==> src/rtl/jmp_pkg.sv <==
package jmp_pkg;

    localparam int INSTR_W = 16;
    localparam int OFF_W   = 10;
    localparam int COND_W  = 3;
    localparam int COND_LSB = OFF_W;
    localparam int FMT_LSB  = OFF_W + COND_W;
    localparam int FMT_W    = INSTR_W - FMT_LSB;
    localparam logic [FMT_W-1:0] FMT_JUMP = 3'b001;

    typedef enum logic [COND_W-1:0] {
        CC_NOT_ZERO = 3'd0,
        CC_ZERO     = 3'd1,
        CC_NO_CARRY = 3'd2,
        CC_CARRY    = 3'd3,
        CC_MINUS    = 3'd4,
        CC_SGN_GE   = 3'd5,
        CC_SGN_LT   = 3'd6,
        CC_ALWAYS   = 3'd7
    } cond_e;

    typedef struct packed {
        logic n;
        logic z;
        logic c;
        logic v;
    } flags_t;

    typedef struct packed {
        logic             fmt_ok;
        cond_e            cond;
        logic [OFF_W-1:0] off;
    } jdec_t;

    function automatic logic cond_holds(cond_e cc, flags_t f);
        logic r;
        case (cc)
            CC_NOT_ZERO: r = ~f.z;
            CC_ZERO:     r = f.z;
            CC_NO_CARRY: r = ~f.c;
            CC_CARRY:    r = f.c;
            CC_MINUS:    r = f.n;
            CC_SGN_GE:   r = ~(f.n ^ f.v);
            CC_SGN_LT:   r = f.n ^ f.v;
            default:     r = 1'b1;
        endcase
        return r;
    endfunction

endpackage

==> src/rtl/jmp_decode.sv <==
module jmp_decode
    import jmp_pkg::*;
(
    input  logic [INSTR_W-1:0] instr,
    output jdec_t              dec
);
    always_comb begin
        dec.fmt_ok = (instr[INSTR_W-1:FMT_LSB] == FMT_JUMP);
        dec.cond   = cond_e'(instr[FMT_LSB-1:COND_LSB]);
        dec.off    = instr[OFF_W-1:0];
    end
endmodule

==> src/rtl/jmp_cond_eval.sv <==
module jmp_cond_eval
    import jmp_pkg::*;
(
    input  jdec_t  dec,
    input  flags_t flags,
    output logic   take
);
    always_comb begin
        take = dec.fmt_ok & cond_holds(dec.cond, flags);
    end
endmodule

==> src/rtl/jmp_target_add.sv <==
module jmp_target_add #(
    parameter int ADDR_W = 16,
    parameter int OFF_W  = 10
) (
    input  logic [ADDR_W-1:0] pc,
    input  logic [OFF_W-1:0]  off,
    input  logic              take,
    output logic [ADDR_W-1:0] next_pc
);
    localparam int EXT_W = ADDR_W - OFF_W - 1;
    localparam logic [ADDR_W-1:0] STEP = ADDR_W'(2);

    logic [ADDR_W-1:0] seq_pc;
    logic [ADDR_W-1:0] byte_off;
    logic [ADDR_W-1:0] tgt_pc;

    always_comb begin
        seq_pc   = pc + STEP;
        byte_off = {{EXT_W{off[OFF_W-1]}}, off, 1'b0};
        tgt_pc   = seq_pc + byte_off;
        next_pc  = take ? tgt_pc : seq_pc;
    end
endmodule

==> src/rtl/jmp_unit.sv <==
module jmp_unit
    import jmp_pkg::*;
#(
    parameter int ADDR_W = 16
) (
    input  logic               clk,
    input  logic               rst,
    input  logic               in_valid,
    input  logic [INSTR_W-1:0] instr,
    input  logic [ADDR_W-1:0]  instr_addr,
    input  logic               flag_n,
    input  logic               flag_z,
    input  logic               flag_c,
    input  logic               flag_v,
    output logic               res_valid,
    output logic               taken,
    output logic [ADDR_W-1:0]  next_pc,
    output logic               status_hold,
    output logic               bad_format
);
    jdec_t             dec;
    flags_t            flags;
    logic              take;
    logic [ADDR_W-1:0] npc;

    assign flags = '{n: flag_n, z: flag_z, c: flag_c, v: flag_v};

    jmp_decode u_dec (.instr(instr), .dec(dec));

    jmp_cond_eval u_cond (.dec(dec), .flags(flags), .take(take));

    jmp_target_add #(.ADDR_W(ADDR_W), .OFF_W(OFF_W)) u_add (
        .pc(instr_addr), .off(dec.off), .take(take), .next_pc(npc)
    );

    always_ff @(posedge clk) begin
        if (rst) begin
            res_valid   <= 1'b0;
            taken       <= 1'b0;
            next_pc     <= '0;
            status_hold <= 1'b0;
            bad_format  <= 1'b0;
        end else begin
            res_valid   <= in_valid;
            taken       <= in_valid & take;
            next_pc     <= npc;
            status_hold <= in_valid & dec.fmt_ok;
            bad_format  <= in_valid & ~dec.fmt_ok;
        end
    end


    valid_follow_chk: assert property (@(posedge clk) disable iff (rst)
        in_valid |=> res_valid);


    bad_fmt_chk: assert property (@(posedge clk) disable iff (rst)
        (res_valid && bad_format) |-> (!taken && !status_hold &&
                                       next_pc == $past(instr_addr) + ADDR_W'(2)));


    ne_take_chk: assert property (@(posedge clk) disable iff (rst)
        (in_valid && instr[15:10] == 6'b001000 && !flag_z) |=> taken);


    always_take_chk: assert property (@(posedge clk) disable iff (rst)
        (in_valid && instr[15:10] == 6'b001111) |=> taken);


    fallthru_chk: assert property (@(posedge clk) disable iff (rst)
        (res_valid && !taken) |-> next_pc == $past(instr_addr) + ADDR_W'(2));


    hold_idle_chk: assert property (@(posedge clk) disable iff (rst)
        !res_valid |-> (!status_hold && !taken && !bad_format));
endmodule

==> config.mk <==
export PLATFORM = sky130hd
export DESIGN_NAME = jmp_unit
export DESIGN_NICKNAME = d
export VERILOG_FILES = /design/src/rtl/jmp_pkg.sv /design/src/rtl/jmp_decode.sv /design/src/rtl/jmp_cond_eval.sv /design/src/rtl/jmp_target_add.sv /design/src/rtl/jmp_unit.sv
export SDC_FILE = /design/constraint.sdc
export NUM_CORES = 1
export LEC_CHECK = 0
export BUFFER_PORTS_ARGS = -buffer_cell sky130_fd_sc_hd__buf_2
export CORE_ASPECT_RATIO = 0.5
export CORE_MARGIN = 2
export CORE_UTILIZATION = 55
export DETAILED_ROUTE_END_ITERATION = 6
export GPL_TIMING_DRIVEN = 0
export PLACE_DENSITY = 0.95
export RECOVER_POWER = 50
export SYNTH_ARGS = -nofsm -noshare
export SYNTH_HDL_FRONTEND = slang
export SYNTH_SLANG_ARGS = --single-unit
export TNS_END_PERCENT = 5
==> constraint.sdc <==
create_clock -name clk -period 4.6 [get_ports clk]
set_input_delay 0.92 -clock clk [delete_from_list [all_inputs] [get_ports clk]]
set_output_delay 0.92 -clock clk [all_outputs]
set_load 0.02 [all_outputs]
Word-level counts from Yosys, hierarchy flattened
Index checks and enable logic that the tools add are counted.
{"block": "word_totals", "in_bits": 39, "reg_bits": 20, "output_inout_bits": 20, "word_cells": 26}
{"block": "op_classes", "n_eq_ne": 7, "bitwise_logic": 9, "muxes": 2, "n_addsub": 2, "reduce_logical": 1}
{"cell": "$add A16 B16 Y16", "count": 1}
{"cell": "$add A16 B2 Y16 const B", "count": 1}
{"cell": "$mux W16", "count": 1}
{"cell": "$eq A3 B3 Y1 const B", "count": 3}
{"cell": "$pmux W1 S7", "count": 1}
{"cell": "$eq A3 B1 Y1 const B", "count": 2}
{"cell": "$eq A3 B2 Y1 const B", "count": 2}
{"cell": "$and A1 B1 Y1", "count": 4}
{"cell": "$not A1 Y1", "count": 4}
{"cell": "$logic_not A3 Y1", "count": 1}
{"cell": "$xor A1 B1 Y1", "count": 1}

Depth between registers and ports, before layout
{"block": "logic_depth", "word_depth": 5, "ltp_mapped": 12, "depth_no_buf": 11}

Modules after synthesis
Synthesis repeated with hierarchy kept, for this count alone.
{"block": "unflattened", "hier_cells": 242, "hier_area_um2": 2010.7}
{"mod": "jmp_target_add", "cells_each": 176, "seq_area_each_um2": 0.0, "n_inst": 1, "area_each_um2": 1261.2}
{"mod": "jmp_unit", "cells_each": 42, "seq_area_each_um2": 400.4, "n_inst": 1, "area_each_um2": 541.8}
{"mod": "jmp_decode", "cells_each": 14, "seq_area_each_um2": 0.0, "n_inst": 1, "area_each_um2": 110.1}
{"mod": "jmp_cond_eval", "cells_each": 10, "seq_area_each_um2": 0.0, "n_inst": 1, "area_each_um2": 97.6}

Least setup slack after synthesis
OpenSTA, ideal clock, no wires.
{"block": "synth_path", "path_kind": "input to register", "start": "input port instr_addr[6]", "end": "register next_pc[15]", "n_path_buf": 0, "stages": 11, "setup_slack_ns": 1.214, "setup_ns": 0.123, "required_time_ns": 4.477, "t_arrival_ns": 3.262, "cell_sequence": "and4_1 -> and3_1 -> nand4_1 -> xnor2_1 -> ha_1 -> a21o_1 -> a21o_1 -> a221oi_2 -> o21a_1 -> mux2i_1 -> mux2_1"}
{"block": "synth_between", "elab_chain_cells": 3}
{"item": "start, declared", "line": "jmp_unit.sv:10", "source": "input logic [ADDR_W-1:0] instr_addr,"}
{"item": "$add A16 B2 Y16 *", "line": "jmp_target_add.sv:18", "source": "seq_pc = pc + STEP;"}
{"item": "$add A16 B16 Y16", "line": "jmp_target_add.sv:20", "source": "tgt_pc = seq_pc + byte_off;"}
{"item": "$mux W16 *", "line": "jmp_target_add.sv:21", "source": "next_pc = take ? tgt_pc : seq_pc;"}
{"item": "end signal, assigned", "line": "jmp_unit.sv:46", "source": "next_pc <= npc;"}
{"item": "end, declared", "line": "jmp_unit.sv:17", "source": "output logic [ADDR_W-1:0] next_pc,"}
Every way passes the cells marked *; elsewhere a longest branch is shown, timed or not.
A chain may end at the register's enable or synchronous reset.

Final worst setup path
{"block": "layout_path", "start": "input port instr_addr[3]", "end": "register next_pc[15]"}
Same word-level chain as after synthesis.

==> reports/qor.txt <==
synthesized flop and latch total = 20
post-synthesis sequential area ratio = 0.224
Max-Cap Viols = 0
drt drc = 0
post-CTS sizing = 0
I/O pin count = 59
area growth from synthesis to layout = 20.7%
number of global-route vias before repair = 1,844
Final Setup Violations = 0
final setup margin = 1.04 ns
hold violation count in the final report = 0
Internal Power = 0.000340 W
clock transition at the registers of the reported paths = 0.09 ns
Post-synth EDFFs = 0
root buf cell = clkbuf_8
Hold Crit Start = instr_addr[1]
worst-margin pin slew = 0.843 ns
initial antenna violation count = 0
most common cell in the netlist = nand2_1
cell taking the most area after synthesis = dfxtp_1
H-tree Lvls = 1
Die Ht = 44.3 um
Gate power share = 0.372
cts bufs inserted = 3
Finished Core Util = 0.708
Synth Flop Type = dfxtp_1
CP Capture Type = flip-flop
vias per cell = 5.81
clk buf depth = 2
DR WL/cell = 14.6 um
Yosys cell types = 46
vias = 1,872
Place WS = 0.833 ns
Min-Delay Path Class = in2reg
CTS Sinks = 20
Avg Inst Size Synth = 8.13 sq um
crit start category = primary input
Peak VDD IR = 116 uV
fin nets = 342
die area = 3750 sq um
hold path endpoint = next_pc[1]
first-pass GRT wire length = 7420 um
Overall Power = 0.000529 W
RSZ-0062 raised after global routing = no
Post-CTS Hold Fix Bufs = 0
Final Critical Period = 3.56 ns
top-area cell type share of the netlist area = 0.224
Final HPWL DP = 3570 um
Mapped Area = 1790 sq um
Setup Buffers After CTS = 0
WP data arrival = 3.73 ns
Post-synth ARST share = 0
clock group share of total power = 0.274
Psw = 0.000189 W
post-route ant nets = 0
FILL cells = 252
Post-synth top cells = nand2_1, dfxtp_1, ha_1, nor2_1, a21oi_1
Die Width = 84.6 um
Post-Synthesis Net Count = 279
fin cells = 322
port bufs = 58
Yosys warning total = 0
Placer Congestion = 0.847
CTS tree = done
worst-path fanout max = 7
TNS Setup = 0 ns
DRT Pass-1 Iters = 6
status = complete, no violations
ratio of cells with drive above 1 in the final layout = 0.213
total grt overflow = 0
Max Fclk = 281 MHz
WHS Path Cells = 2
kind of critical path = in2reg
DP Cell Count = 318
Initial Util = 0.587
ANT cells = 0
post-synthesis cell count = 220
WP data required = 4.77 ns
Pwr per Cell Area = 245 nW/um^2
initial DRC count = 88
Sw Share = 0.357
relative slew slack = 0.437
largest net degree at the start of global routing = 12
All-Layer GR Usage = 0.251
largest cells by area after synthesis = dfxtp_1, ha_1, xnor2_1
final WL = 4700 um
LEAKAGE = 0.996 nW
Tcrit/Tclk final = 0.773
Reg power frac = 0.353
Max Slew Vio Count = 0
site row count = 14
Core Region = 3050 sq um
==> state kept, by name, summed over array words and instances (netlist names) <==
name         cells
res_valid        1
next_pc         16
bad_format       1
status_hold      1
taken            1
==> cell usage in the layout (no fill, tap or decap), types with 7 or more instances in the layout <==
master / synthesis / layout
clkbuf_1: 3 / 19
buf_2: 2 / 44
xnor2_1: 12 / 12
nand2_1: 23 / 23
dfxtp_1: 20 / 20
nor2_1: 18 / 18
a21o_1: 7 / 7
a21oi_1: 15 / 15
ha_1: 19 / 19
nand3_1: 14 / 14
inv_1: 11 / 11
==> worst max-delay path by stage <==
stage               depth (start not counted)     endpoint           from
floorplan                                  11  next_pc[15]  instr_addr[6]
global placement                           12  next_pc[15]  instr_addr[3]
detailed placement                         12  next_pc[15]  instr_addr[3]
CTS                                        13  next_pc[15]  instr_addr[3]
global route                               13  next_pc[15]  instr_addr[3]
finish                                     12  next_pc[15]  instr_addr[3]
==> per-stage QoR <==
stage	hold WS (ns)	cell area, sq um
after global routing	0.908	2160
final	0.899	2160
after CTS	0.897	2180
after detailed placement	1.18	2130
after global placement	1.13	2130
after floorplan	1.02	1790
==> kinds of logic after synthesis <==
| family | Yosys count | synth area share |
|---|---|---|
| buffers and inverters | 18 | 0.0476 |
| adder cells (fa/ha/maj) | 20 | 0.144 |
| AND/OR/NAND/NOR | 96 | 0.293 |
| flip-flops | 20 | 0.224 |
| AO/OA/AOI/OAI | 44 | 0.180 |
| XOR/XNOR | 17 | 0.0833 |
| multiplexers | 5 | 0.0287 |
==> critical path, cell delays in order <==
cell	delay (ns)
buf_2	0.14
and4_1	0.27
and3_1	0.28
nand4_1	0.16
xnor2_1	0.24
ha_1	0.34
a21o_1	0.22
a21o_1	0.18
a221oi_2	0.26
o21a_1	0.16
mux2i_1	0.23
mux2_1	0.33
==> power groups by stage <==
| stage | clock network, W | logic, W | registers [W] |
|---|---|---|---|
| floorplan | 0 | 0.000120 | 0.000206 |
| global placement | 0 | 0.000186 | 0.000190 |
| detailed placement | 0 | 0.000194 | 0.000191 |
| CTS | 0.000144 | 0.000197 | 0.000187 |
| global route | 0.000149 | 0.000214 | 0.000188 |
| finish | 0.000145 | 0.000197 | 0.000187 |
==> final cells by class <==
class / count / area, sq um / share of cell area
Sequential cell: 20 / 400 / 0.186
Tap cell: 40 / 50.0 / 0.0232
Inverter: 11 / 41.3 / 0.0191
Buffer: 7 / 43.8 / 0.0203
Clock buffer: 4 / 55.1 / 0.0255
Timing Repair Buffer: 58 / 270 / 0.125
Multi-Input combinational cell: 182 / 1300 / 0.601
==> routing by layer <==
layer	vias to the layer above	global-route usage	part of all wire
li1	917	-	-
met1	842	0.243	0.38
met2	90	0.506	0.50
met3	23	0.0578	0.080
met4	0	0.152	0.044
met5	-	0	0
Power figures use the tool's default switching activity.
